==> src/rtl/rle_pkg.sv <==
package rle_pkg;
    parameter int BYTE_W = 8;
    localparam int FIELD_W = BYTE_W - 1;

    typedef enum logic {
        CMD_RUN  = 1'b0,
        CMD_CHAN = 1'b1
    } cmd_kind_e;

    typedef struct packed {
        cmd_kind_e            kind;
        logic [FIELD_W-1:0]   field;
    } cmd_t;

    function automatic cmd_t split_cmd(input logic [BYTE_W-1:0] b);
        cmd_t c;
        c.kind  = cmd_kind_e'(b[BYTE_W-1]);
        c.field = b[FIELD_W-1:0];
        return c;
    endfunction
endpackage

==> src/rtl/rle_cmd_decode.sv <==
module rle_cmd_decode
    import rle_pkg::*;
(
    input  logic                take,
    input  logic                is_cmd,
    input  logic [BYTE_W-1:0]   b,
    output logic                load_run,
    output logic                load_chan,
    output logic                load_data,
    output logic [FIELD_W-1:0]  field
);
    cmd_t c;

    always_comb begin
        c         = split_cmd(b);
        field     = c.field;
        load_run  = take && is_cmd && (c.kind == CMD_RUN);
        load_chan = take && is_cmd && (c.kind == CMD_CHAN);
        load_data = take && !is_cmd;
    end
endmodule

==> src/rtl/rle_chan_reg.sv <==
module rle_chan_reg
    import rle_pkg::*;
(
    input  logic                clk,
    input  logic                rst,
    input  logic                load,
    input  logic [FIELD_W-1:0]  field,
    output logic [FIELD_W-1:0]  chan_addr,
    output logic                chan_stb
);
    always_ff @(posedge clk) begin
        if (rst) begin
            chan_addr <= '0;
            chan_stb  <= 1'b0;
        end else begin
            chan_stb <= load;
            if (load) chan_addr <= field;
        end
    end


    chan_load_chk: assert property (@(posedge clk) disable iff (rst)
        load |=> chan_stb && chan_addr == $past(field));


    chan_hold_chk: assert property (@(posedge clk) disable iff (rst)
        !load |=> !chan_stb && $stable(chan_addr));
endmodule

==> src/rtl/rle_run_engine.sv <==
module rle_run_engine
    import rle_pkg::*;
(
    input  logic                clk,
    input  logic                rst,
    input  logic                load_run,
    input  logic [FIELD_W-1:0]  run_val,
    input  logic                load_data,
    input  logic [BYTE_W-1:0]   data_in,
    input  logic                out_ready,
    output logic                out_valid,
    output logic [BYTE_W-1:0]   out_byte,
    output logic                accept_ok
);
    logic                pend_v;
    logic [FIELD_W-1:0]  pend_cnt;
    logic                hold_v;
    logic [BYTE_W-1:0]   hold_byte;
    logic [FIELD_W-1:0]  rem;
    logic                last_copy;
    logic                move;

    always_comb begin
        last_copy = (rem == '0);
        move      = hold_v && out_ready;
        accept_ok = !hold_v || (out_ready && last_copy);
        out_valid = hold_v;
        out_byte  = hold_byte;
    end

    always_ff @(posedge clk) begin
        if (rst) begin
            pend_v    <= 1'b0;
            pend_cnt  <= '0;
            hold_v    <= 1'b0;
            hold_byte <= '0;
            rem       <= '0;
        end else begin
            if (load_run) begin
                pend_v   <= 1'b1;
                pend_cnt <= run_val;
            end
            if (load_data) begin
                hold_v    <= 1'b1;
                hold_byte <= data_in;
                rem       <= pend_v ? pend_cnt : '0;
                pend_v    <= 1'b0;
            end else if (move) begin
                if (last_copy) hold_v <= 1'b0;
                else           rem    <= rem - 1'b1;
            end
        end
    end


    stall_hold_chk: assert property (@(posedge clk) disable iff (rst)
        out_valid && !out_ready |=> out_valid && $stable(out_byte));


    repeat_chk: assert property (@(posedge clk) disable iff (rst)
        move && !last_copy |=> out_valid && $stable(out_byte));


    single_chk: assert property (@(posedge clk) disable iff (rst)
        load_data && !pend_v |=> out_valid && out_byte == $past(data_in) && last_copy);
endmodule

==> src/rtl/rle_byte_expander.sv <==
module rle_byte_expander
    import rle_pkg::*;
(
    input  logic               clk,
    input  logic               rst,
    input  logic               in_valid,
    input  logic               in_is_cmd,
    input  logic [7:0]         in_byte,
    output logic               in_ready,
    output logic               out_valid,
    output logic [7:0]         out_byte,
    input  logic               out_ready,
    output logic [6:0]         chan_addr,
    output logic               chan_stb
);
    logic                take;
    logic                load_run;
    logic                load_chan;
    logic                load_data;
    logic [FIELD_W-1:0]  field;

    assign take = in_valid && in_ready;

    rle_cmd_decode u_dec (
        .take      (take),
        .is_cmd    (in_is_cmd),
        .b         (in_byte),
        .load_run  (load_run),
        .load_chan (load_chan),
        .load_data (load_data),
        .field     (field)
    );

    rle_chan_reg u_chan (
        .clk       (clk),
        .rst       (rst),
        .load      (load_chan),
        .field     (field),
        .chan_addr (chan_addr),
        .chan_stb  (chan_stb)
    );

    rle_run_engine u_run (
        .clk       (clk),
        .rst       (rst),
        .load_run  (load_run),
        .run_val   (field),
        .load_data (load_data),
        .data_in   (in_byte),
        .out_ready (out_ready),
        .out_valid (out_valid),
        .out_byte  (out_byte),
        .accept_ok (in_ready)
    );


    busy_block_chk: assert property (@(posedge clk) disable iff (rst)
        out_valid && !out_ready |-> !in_ready);


    reset_state_chk: assert property (@(posedge clk) disable iff (rst)
        $fell(rst) |-> !out_valid && chan_addr == 7'd0 && !chan_stb);


    cmd_no_out_chk: assert property (@(posedge clk) disable iff (rst)
        in_valid && in_ready && in_is_cmd && !out_valid |=> !out_valid);
endmodule

==> config.mk <==
export PLATFORM = sky130hd
export DESIGN_NAME = rle_byte_expander
export DESIGN_NICKNAME = d
export VERILOG_FILES = /design/src/rtl/rle_pkg.sv /design/src/rtl/rle_cmd_decode.sv /design/src/rtl/rle_chan_reg.sv /design/src/rtl/rle_run_engine.sv /design/src/rtl/rle_byte_expander.sv
export SDC_FILE = /design/constraint.sdc
export NUM_CORES = 1
export LEC_CHECK = 0
export ABC_AREA = 1
export BUFFER_PORTS_ARGS = -buffer_cell sky130_fd_sc_hd__buf_2
export CAP_MARGIN = 10
export CORE_MARGIN = 1
export CORE_UTILIZATION = 30
export DETAILED_ROUTE_END_ITERATION = 8
export PLACE_DENSITY = 0.56
export RECOVER_POWER = 100
export SYNTH_ARGS = -nofsm -noshare
export SYNTH_HDL_FRONTEND = slang
export SYNTH_SLANG_ARGS = --single-unit
==> constraint.sdc <==
create_clock -name clk -period 1.51 [get_ports clk]
set_input_delay 0.0755 -clock clk [delete_from_list [all_inputs] [get_ports clk]]
set_output_delay 0.0755 -clock clk [all_outputs]
set_load 0.02 [all_outputs]
# After elaboration in Yosys (flattened, before gate mapping)
# Index checks and enable logic that the tools add are counted.
[classes]
mul = 0
n_bitwise = 1
order_cmp = 0
muxes = 7
n_eq_ne = 1
div_mod_pow = 0
n_reduce_logical = 16
addsub = 1
shifts = 0
[ops]
columns = ["cell", "n"]
rows = [
  ["$mux W7", 4],
  ["$logic_and A1 B1 Y1", 7],
  ["$logic_not A7 Y1", 1],
  ["$sub A7 B1 Y7 const B", 1],
  ["$reduce_and A2 Y1", 2],
  ["$reduce_bool A2 Y1", 2],
  ["$mux W1", 3],
  ["$logic_not A1 Y1", 2],
  ["$ne A2 B2 Y1 const B", 1],
  ["$reduce_or A2 Y1", 1],
  ["$logic_or A1 B1 Y1", 1],
  ["$not A1 Y1", 1],
]
[word_totals]
in_bits = 13
word_cells = 33
mem_bits_rw = 0
latchBits = 0
regBits = 32
output_inout_bits = 18
romBits = 0
mem_count = 0

# Logic depth before layout (Yosys ltp)
# Gate-level depths: netlist (run 1).
[logic_depth]
ltp_word = 7
mapped_depth = 11
mapped_depth_nobuf = 11

# By module
# From an unflattened synthesis (run 1), not the netlist that was laid out.
[unflattened]
hier_cells = 222
area_unflattened_um2 = 1526.5
[by_module_without_submodules]
columns = ["module", "area_per_inst_um2", "cells_each", "seq_area_each_um2", "n_inst"]
rows = [
  ["rle_run_engine", 1129.8, 160, 480.5, 1],
  ["rle_chan_reg", 314.1, 47, 160.2, 1],
  ["rle_cmd_decode", 75.1, 13, 0.0, 1],
  ["rle_byte_expander", 7.5, 2, 0.0, 1],
]

# Least setup slack after synthesis (run 1)
# No wires, ideal clock.
[synth_path]
kind = "flip-flop to flip-flop"
start = "register u_run.rem[0]"
end = "register u_run.rem[0]"
arrival_time_ns = 1.390
t_required_ns = 1.395
setup_slack_ns = 0.005
setup_ns = 0.115
period_less_slack_ns = 1.505
path_stages_with_launch = 11
path_buffers = 1
cell_sequence = "dfxtp_1 inv_1 ha_1 inv_2 nor2_4 nand3_2 nand2_1 nand4_4 buf_2 a21oi_1 nor2_1"
[synth_via]
elab_chain_len = 7
word_cells_on_any_way = 12
classes_between = "1 x add/sub; 1 x eq/ne; 3 x mux; 7 x reduce/logical"
[synth_rtl]
columns = ["element", "line_no", "text"]
rows = [
  ["start: declaration", "rle_run_engine.sv:19", "logic [FIELD_W-1:0] rem;"],
  ["start signal: assignment", "rle_run_engine.sv:46", "rem <= pend_v ? pend_cnt : '0;"],
  ["start signal: assignment", "rle_run_engine.sv:50", "else rem <= rem - 1'b1;"],
  ["parallel branches: the longest is 7 deep, another holds $sub A7 B1 Y7", "n/a", ""],
]
# Parallel ways; which one is timed is not known. The select of a mux whose other input is x is not followed.
# A chain may end at the register's enable or synchronous reset.

# Final worst setup path (run 1)
[layout_path]
start = "register u_run.rem[1]"
end = "output in_ready"
[layout_via]
elab_chain_len = 3
[layout_rtl]
columns = ["element", "line_no", "text"]
rows = [
  ["$logic_not A7 Y1", "rle_run_engine.sv:24", "last_copy = (rem == '0);"],
  ["$logic_and A1 B1 Y1", "rle_run_engine.sv:26", "accept_ok = !hold_v || (out_ready && last_copy);"],
  ["$logic_or A1 B1 Y1", "rle_run_engine.sv:26", ""],
  ["end: declaration", "rle_byte_expander.sv:9", "output logic in_ready,"],
]
# Every way passes these cells.

==> results of run 1 <==
-- synthesized netlist by cell type --
cell	count
clkinv_2	1
clkbuf_1	1
nand2_1	68
nand3_1	4
buf_2	3
nor2_4	3
nand4_4	4
ha_1	1
a21oi_1	11
or2_0	1
dfxtp_1	32
o21ai_1	2
xor2_1	2
o21ai_0	1
and3_1	1
nand3b_1	1
nand4_1	4
nand3_2	1
nor2_1	47
inv_2	4
nand2_4	1
nand2_2	4
buf_6	2
clkinv_1	1
inv_1	27
-- cell type report --
type                            count  area [µm²]
Tap cell                           67        83.8
Fill cell                         525        2790
Sequential cell                    32         643
Clock buffer                        7        86.3
Timing Repair Buffer               49         298
Inverter                           33         129
Multi-Input combinational cell    158         847
Clock inverter                      1        7.51
-- registers in the layout, indices dropped and copies added, names as in the netlist --
name / cells
u_run.rem: 7
u_run.pend_cnt: 7
u_chan.chan_stb: 1
u_run.out_valid: 1
u_run.out_byte: 8
u_chan.chan_addr: 7
u_run.pend_v: 1
-- layout by cell type, fill, tap and decap left out, types with 2 or more instances in the layout --
master | synthesis | routed
nand2_4 | 1 | 3
buf_2 | 3 | 13
nand4_4 | 4 | 4
clkbuf_1 | 1 | 17
o21ai_1 | 2 | 2
nor2_1 | 47 | 44
inv_1 | 27 | 25
nand2_2 | 4 | 4
a21oi_1 | 11 | 10
inv_2 | 4 | 6
nand4_1 | 4 | 4
clkbuf_8 | 0 | 6
nor2_2 | 0 | 2
xor2_1 | 2 | 2
nor2_4 | 3 | 4
nand4_2 | 0 | 2
buf_6 | 2 | 6
nand2_1 | 68 | 65
nand3_1 | 4 | 4
dfxtp_2 | 0 | 2
buf_4 | 0 | 14
dfxtp_1 | 32 | 30
-- worst paths after layout --
path | startpoint | endpoint | cells after the start
setup / recovery | u_run.rem[1]$_SDFFE_PP0P_ | in_ready | 9
hold / removal | in_byte[4] | u_run.pend_cnt[4]$_SDFFE_PP0P_ | 3
setup reg to reg | u_run.rem[1]$_SDFFE_PP0P_ | u_run.pend_cnt[1]$_SDFFE_PP0P_ | 10
hold reg to reg | u_run.out_byte[1]$_SDFFE_PP0P_ | u_run.out_byte[1]$_SDFFE_PP0P_ | 2
-- critical path, stage by stage, from the launching register on --
cell,delay (ns)
dfxtp_2,0.32
inv_2,0.08
ha_4,0.15
inv_2,0.05
nor2_4,0.10
buf_6,0.11
nand4_4,0.09
nand2_8,0.13
buf_6,0.10
buf_6,0.10
-- power breakdown --
part	internal (µW)	switching (µW)	total, µW
sequential	892	33.7	926
clock	370	316	686
combinational	195	278	473
-- stage by stage --
| stage | setup TNS (ns) | worst slack (ns) |
|---|---|---|
| 2_1_floorplan | 0 | 0.00464 |
| 3_3_place_gp | -0.437 | -0.0383 |
| 3_5_place_dp | -0.585 | -0.0582 |
| 4_1_cts | -0.562 | -0.0685 |
| 5_1_grt | -2.71 | -0.143 |
| 6_report | -0.261 | -0.0713 |
-- layer usage --
layer / global-route usage [%] / part of all wire (%) / vias to the layer above
met1: 19.6 / 49 / 629
met4: 5.03 / 1.3 / 0
met3: 4.47 / 3.7 / 5
met2: 23.3 / 46 / 30
met5: 0 / 0 / -
li1: - / - / 796
-- logic make-up (layout without fill, tap and decap cells) --
| group | after synthesis | after routing | share of synthesized area [%] |
|---|---|---|---|
| adder cells (fa/ha/maj) | 1 | 1 | 0.797 |
| flip-flops | 32 | 32 | 40.8 |
| buffers and inverters | 39 | 90 | 10.6 |
| AND/OR/NAND/NOR | 139 | 141 | 42.2 |
| XOR/XNOR | 2 | 2 | 1.12 |
| AO/OA/AOI/OAI | 14 | 14 | 4.47 |
-- what timing repair did --
action,CTS,global route
endpoints found under the setup margin,19,32
pin swaps,4,3
setup buffers,6,1
gates cloned,0,2
hold buffers,0,0
endpoints found under the hold margin,0,0
resized for setup,14,14
==> results.md, run 1 <==
* Final setup viols at 11
* Final WL at 3920 µm
* CTS tree: yes
* Worst IR Drop VDD at 0.000537 V
* Area leader, netlist: dfxtp_1
* Failing checks: negative setup slack
* Final net count at 293
* Yosys top cell area share at 40.8%
* Drt initial violations at 82
* Slew @ Worst Pin at 0.291 ns
* Clock Root Buffer: clkbuf_8
* Final Non-Filler Cells at 347
* Leakage at 0.00101 µW
* Mapped Area at 1570 µm²
* Area post-placement at 1860 µm²
* Antenna Cells at 0
* GRT Total Usage at 14.9%
* Placed cell count at 331
* Reg clk slew, reported paths at 0.07 ns
* Fin crit share at 105%
* RSZ-0062 raised after global routing: true
* Tmin final at 1.58 ns
* Avg Cell Area, Syn at 6.91 µm²
* Fin Clk Skew at 0.00253 ns
* Drt first pass iters at 4
* Achievable clock frequency at 632 MHz
* Initial Util at 32.2%
* Die Wd at 74.3 µm
* Top cells by area, synth: dfxtp_1 41%, nand2_1 16%, nor2_1 11%
* Crit. End Element: primary output
* Hold Crit Class: primary input to flop
* DP HPWL at 2480 µm
* Final instance area at 2090 µm²
* Max Transition Viols Final at 0
* Worst Path Arrival at 1.51 ns
* Die height at 74.3 µm
* Final core utilization at 42.9%
* Via density at 4.21
* Post-Synthesis Cells at 227
* Area growth, synth to finish at 33.5%
* FP Rows at 25
* P per Cell Area at 995 nW/µm²
* Gr ovfl total at 0
* Power Total at 2080 µW
* Core area at 4880 µm²
* Status: complete, but fails checks
* Final hold vios at 0
* Final WS setup at -0.0713 ns
* Routability Congestion at 0.842
* Post-synth net total at 241
* Initial antenna violation count at 0
* Critical path class: flop to primary output
* R2r setup slk at -0.03 ns
* Sink Count at 32
* CTS Buffer Depth at 2
* Share of layout cells above drive strength 1 at 25.7%
* Per-cell routed wire length at 11.3 µm
* Pin count of the biggest net entering global routing at 20
* FF+latch count, synth at 32
* Startpoint Class: flop
* Req. time, crit path at 1.43 ns
* Synth Warn # at 0
* First-pass GRT wire length at 6040 µm
* Final antenna-violating net count at 0
* CP max FO at 7
* DRC errors left at 0
* Clock latency on the worst-skew pair at 0.28 ns
* Number of buffers created by CTS at 5
* Netlist cell types at 25
* Sequential area share after synthesis at 40.8%
* Vias in the first global route at 1281
* Worst slew margin at 80.6%
* H-tree depth at 2
* Final hold slack at 0.0470 ns
* Number of port buffers at 30
* Overall die area at 5520 µm²
* I/O pin cnt at 31
* Via count at 1460
* Max Cap Viol at 0
Power figures use the tool's default switching activity.
==> inputs of run 2 (changes only) <==
--- a/config.mk
+++ b/config.mk
@@ -13,6 +13,7 @@
 export DETAILED_ROUTE_END_ITERATION = 8
 export PLACE_DENSITY = 0.56
 export RECOVER_POWER = 100
+export REMOVE_ABC_BUFFERS = 1
 export SYNTH_ARGS = -nofsm -noshare
 export SYNTH_HDL_FRONTEND = slang
 export SYNTH_SLANG_ARGS = --single-unit
==> results.md, run 2 (synthesis results as in run 1) <==
* Worst Path Arrival at 1.83 ns (was 1.51 ns)
* Achievable clock frequency at 622 MHz (was 632 MHz)
* Req. time, crit path at 1.73 ns (was 1.43 ns)
* Most common cell after layout, fill and taps aside: nand2_1 (unchanged)
* Via density at 4.32 (was 4.21)
* Worst hold path endpoint: u_run.out_byte[1]$_SDFFE_PP0P_ (was u_run.pend_cnt[4]$_SDFFE_PP0P_)
* Drt initial violations at 62 (was 82)
* Final hold vios at 0 (unchanged)
* Fin Clk Skew at 0.00603 ns (was 0.00253 ns)
* CTS tree: yes (unchanged)
* Max Transition Viols Final at 0 (unchanged)
* Share of layout cells above drive strength 1 at 32.8% (was 25.7%)
* Final antenna-violating net count at 0 (unchanged)
* Hold_sp: in_byte[1] (was in_byte[4])
* Overall die area at 5520 µm² (unchanged)
* Startpoint Class: flop (unchanged)
* Clock Root Buffer: clkbuf_8 (unchanged)
* Drt first pass iters at 4 (unchanged)
* First-pass GRT wire length at 6270 µm (was 6040 µm)
* Number of flip-flops under the largest register name at 8 (unchanged)
* Final Non-Filler Cells at 354 (was 347)
* Pin count of the biggest net entering global routing at 20 (unchanged)
* Initial Util at 32.2% (unchanged)
* Status: complete, but fails checks (unchanged)
* Die height at 74.3 µm (unchanged)
* P per Cell Area at 1030 nW/µm² (was 995 nW/µm²)
* CTS Buffer Depth at 2 (unchanged)
* Final setup viols at 20 (was 11)
* Final net count at 300 (was 293)
* Number of buffers created by CTS at 5 (unchanged)
* DRC errors left at 0 (unchanged)
* Antenna Cells at 0 (unchanged)
* Tmin final at 1.61 ns (was 1.58 ns)
* RSZ-0062 raised after global routing: true (unchanged)
* Reg clk slew, reported paths at 0.07 ns (about the same)
* Initial antenna violation count at 0 (unchanged)
* Routability Congestion at 0.748 (was 0.842)
* GRT Total Usage at 15.3% (was 14.9%)
* # hold bufs at CTS at 0 (unchanged)
* Failing checks: negative setup slack (unchanged)
* Slew @ Worst Pin at 0.304 ns (was 0.291 ns)
* Worst slew margin at 79.7% (was 80.6%)
* Placed cell count at 331 (unchanged)
* FP Rows at 25 (unchanged)
* Via count at 1531 (was 1460)
* Leakage at 0.00111 µW (was 0.00101 µW)
* Hold Crit Class: primary input to flop (unchanged)
* Hold path depth at 3 (unchanged)
* Most frequent cells in the layout: 58 x nand2_1, 45 x nor2_1, 30 x dfxtp_1 (was 65 x nand2_1, 44 x nor2_1, 30 x dfxtp_1)
* H-tree depth at 2 (unchanged)
* I/O pin cnt at 31 (unchanged)
* Power Total at 2330 µW (was 2080 µW)
* Clock latency on the worst-skew pair at 0.28 ns (about the same)
* R2r setup slk at -0.1 ns (was -0.03 ns)
* Fin crit share at 106% (was 105%)
* Per-cell routed wire length at 11.2 µm (was 11.3 µm)
* Area growth, synth to finish at 44.6% (was 33.5%)
* Core area at 4880 µm² (unchanged)
* Reg2reg path depth at 12 (was 10)
* Crit. End Element: flop (was primary output)
* Worst IR Drop VDD at 0.000736 V (was 0.000537 V)
* Number of port buffers at 30 (unchanged)
* Die Wd at 74.3 µm (unchanged)
* Vias in the first global route at 1381 (was 1281)
* Critical path class: flop to flop (was flop to primary output)
* Critical R2R Capture: u_run.rem[1]$_SDFFE_PP0P_ (was u_run.pend_cnt[1]$_SDFFE_PP0P_)
* DP HPWL at 2530 µm (was 2480 µm)
* Max Cap Viol at 0 (unchanged)
* Gr ovfl total at 0 (unchanged)
* Reg-to-Reg Start: u_run.rem[1]$_SDFFE_PP0P_ (unchanged)
* Final WS setup at -0.0979 ns (was -0.0713 ns)
* Sink Count at 32 (unchanged)
* CP max FO at 2 (was 7)
* Final hold slack at 0.0522 ns (was 0.0470 ns)
* Final WL at 3950 µm (was 3920 µm)
[run 2: stage by stage]
| stage | utilization (%) | TNS [ns] | instance area, µm² | setup WS (ns) |
|---|---|---|---|---|
| after floorplan | - | -0.167 | 1530 | -0.0385 |
| after global placement | 38.4 | -0.155 | 1870 | -0.0280 |
| after detailed placement | 38.4 | -0.741 | 1870 | -0.0570 |
| after CTS | 43.0 | -0.750 | 2100 | -0.0718 |
| after global routing | 46.5 | -3.15 | 2270 | -0.142 |
| final | 46.5 | -0.724 | 2270 | -0.0979 |
[run 2: power breakdown]
| group | switching, µW | internal (µW) | total [µW] | leakage (µW) |
|---|---|---|---|---|
| clock network | 331 | 582 | 913 | 0.0000645 |
| logic | 286 | 205 | 491 | 0.000779 |
| registers | 33.2 | 892 | 925 | 0.000262 |
[run 2: metal layers]
layer / share of wire, % / vias up / track usage, %
met2: 47 / 23 / 24.8
met4: 1.8 / 0 / 7.55
met3: 2.9 / 8 / 3.25
met5: 0 / - / 0
li1: - / 812 / -
met1: 48 / 688 / 19.3
[run 2: timing repair]
action	4_1_cts	5_1_grt
pin swaps	8	13
setup buffers	10	4
setup endpoints to repair	25	33
cloned	0	2
resized for setup	11	36
[run 2: critical path, stage by stage (launching register included)]
cell and delay [ns]:
dfxtp_2 0.35, inv_2 0.06, buf_4 0.12, buf_4 0.12
buf_4 0.12, buf_4 0.12, buf_4 0.12, buf_4 0.12
buf_4 0.12, buf_4 0.12, nor2_2 0.07, nor2_1 0.05
nor2_1 0.07
[run 2: worst max path at each step]
| stage | start | to | slack (ns) |
|---|---|---|---|
| final | u_run.rem[1]$_SDFFE_PP0P_ | u_run.rem[1]$_SDFFE_PP0P_ | -0.1 |
| after floorplan | u_run.rem[0]$_SDFFE_PP0P_ | u_run.rem[1]$_SDFFE_PP0P_ | -0.04 |
| after detailed placement | u_run.rem[0]$_SDFFE_PP0P_ | u_chan.chan_addr[2]$_SDFFE_PP0P_ | -0.06 |
| after global placement | u_run.rem[0]$_SDFFE_PP0P_ | u_chan.chan_addr[3]$_SDFFE_PP0P_ | -0.03 |
| after CTS | u_run.rem[1]$_SDFFE_PP0P_ | in_ready | -0.07 |
| after global routing | u_run.rem[1]$_SDFFE_PP0P_ | in_ready | -0.14 |
[run 2: final cells by class]
cell class,instances,area [µm²]
fill,527,2610
multi-input combinational,158,916
sequential,32,643
timing repair buffer,56,370
inverter,33,129
clock buffer,7,96.3
tap,67,83.8
clock inverter,1,30.0
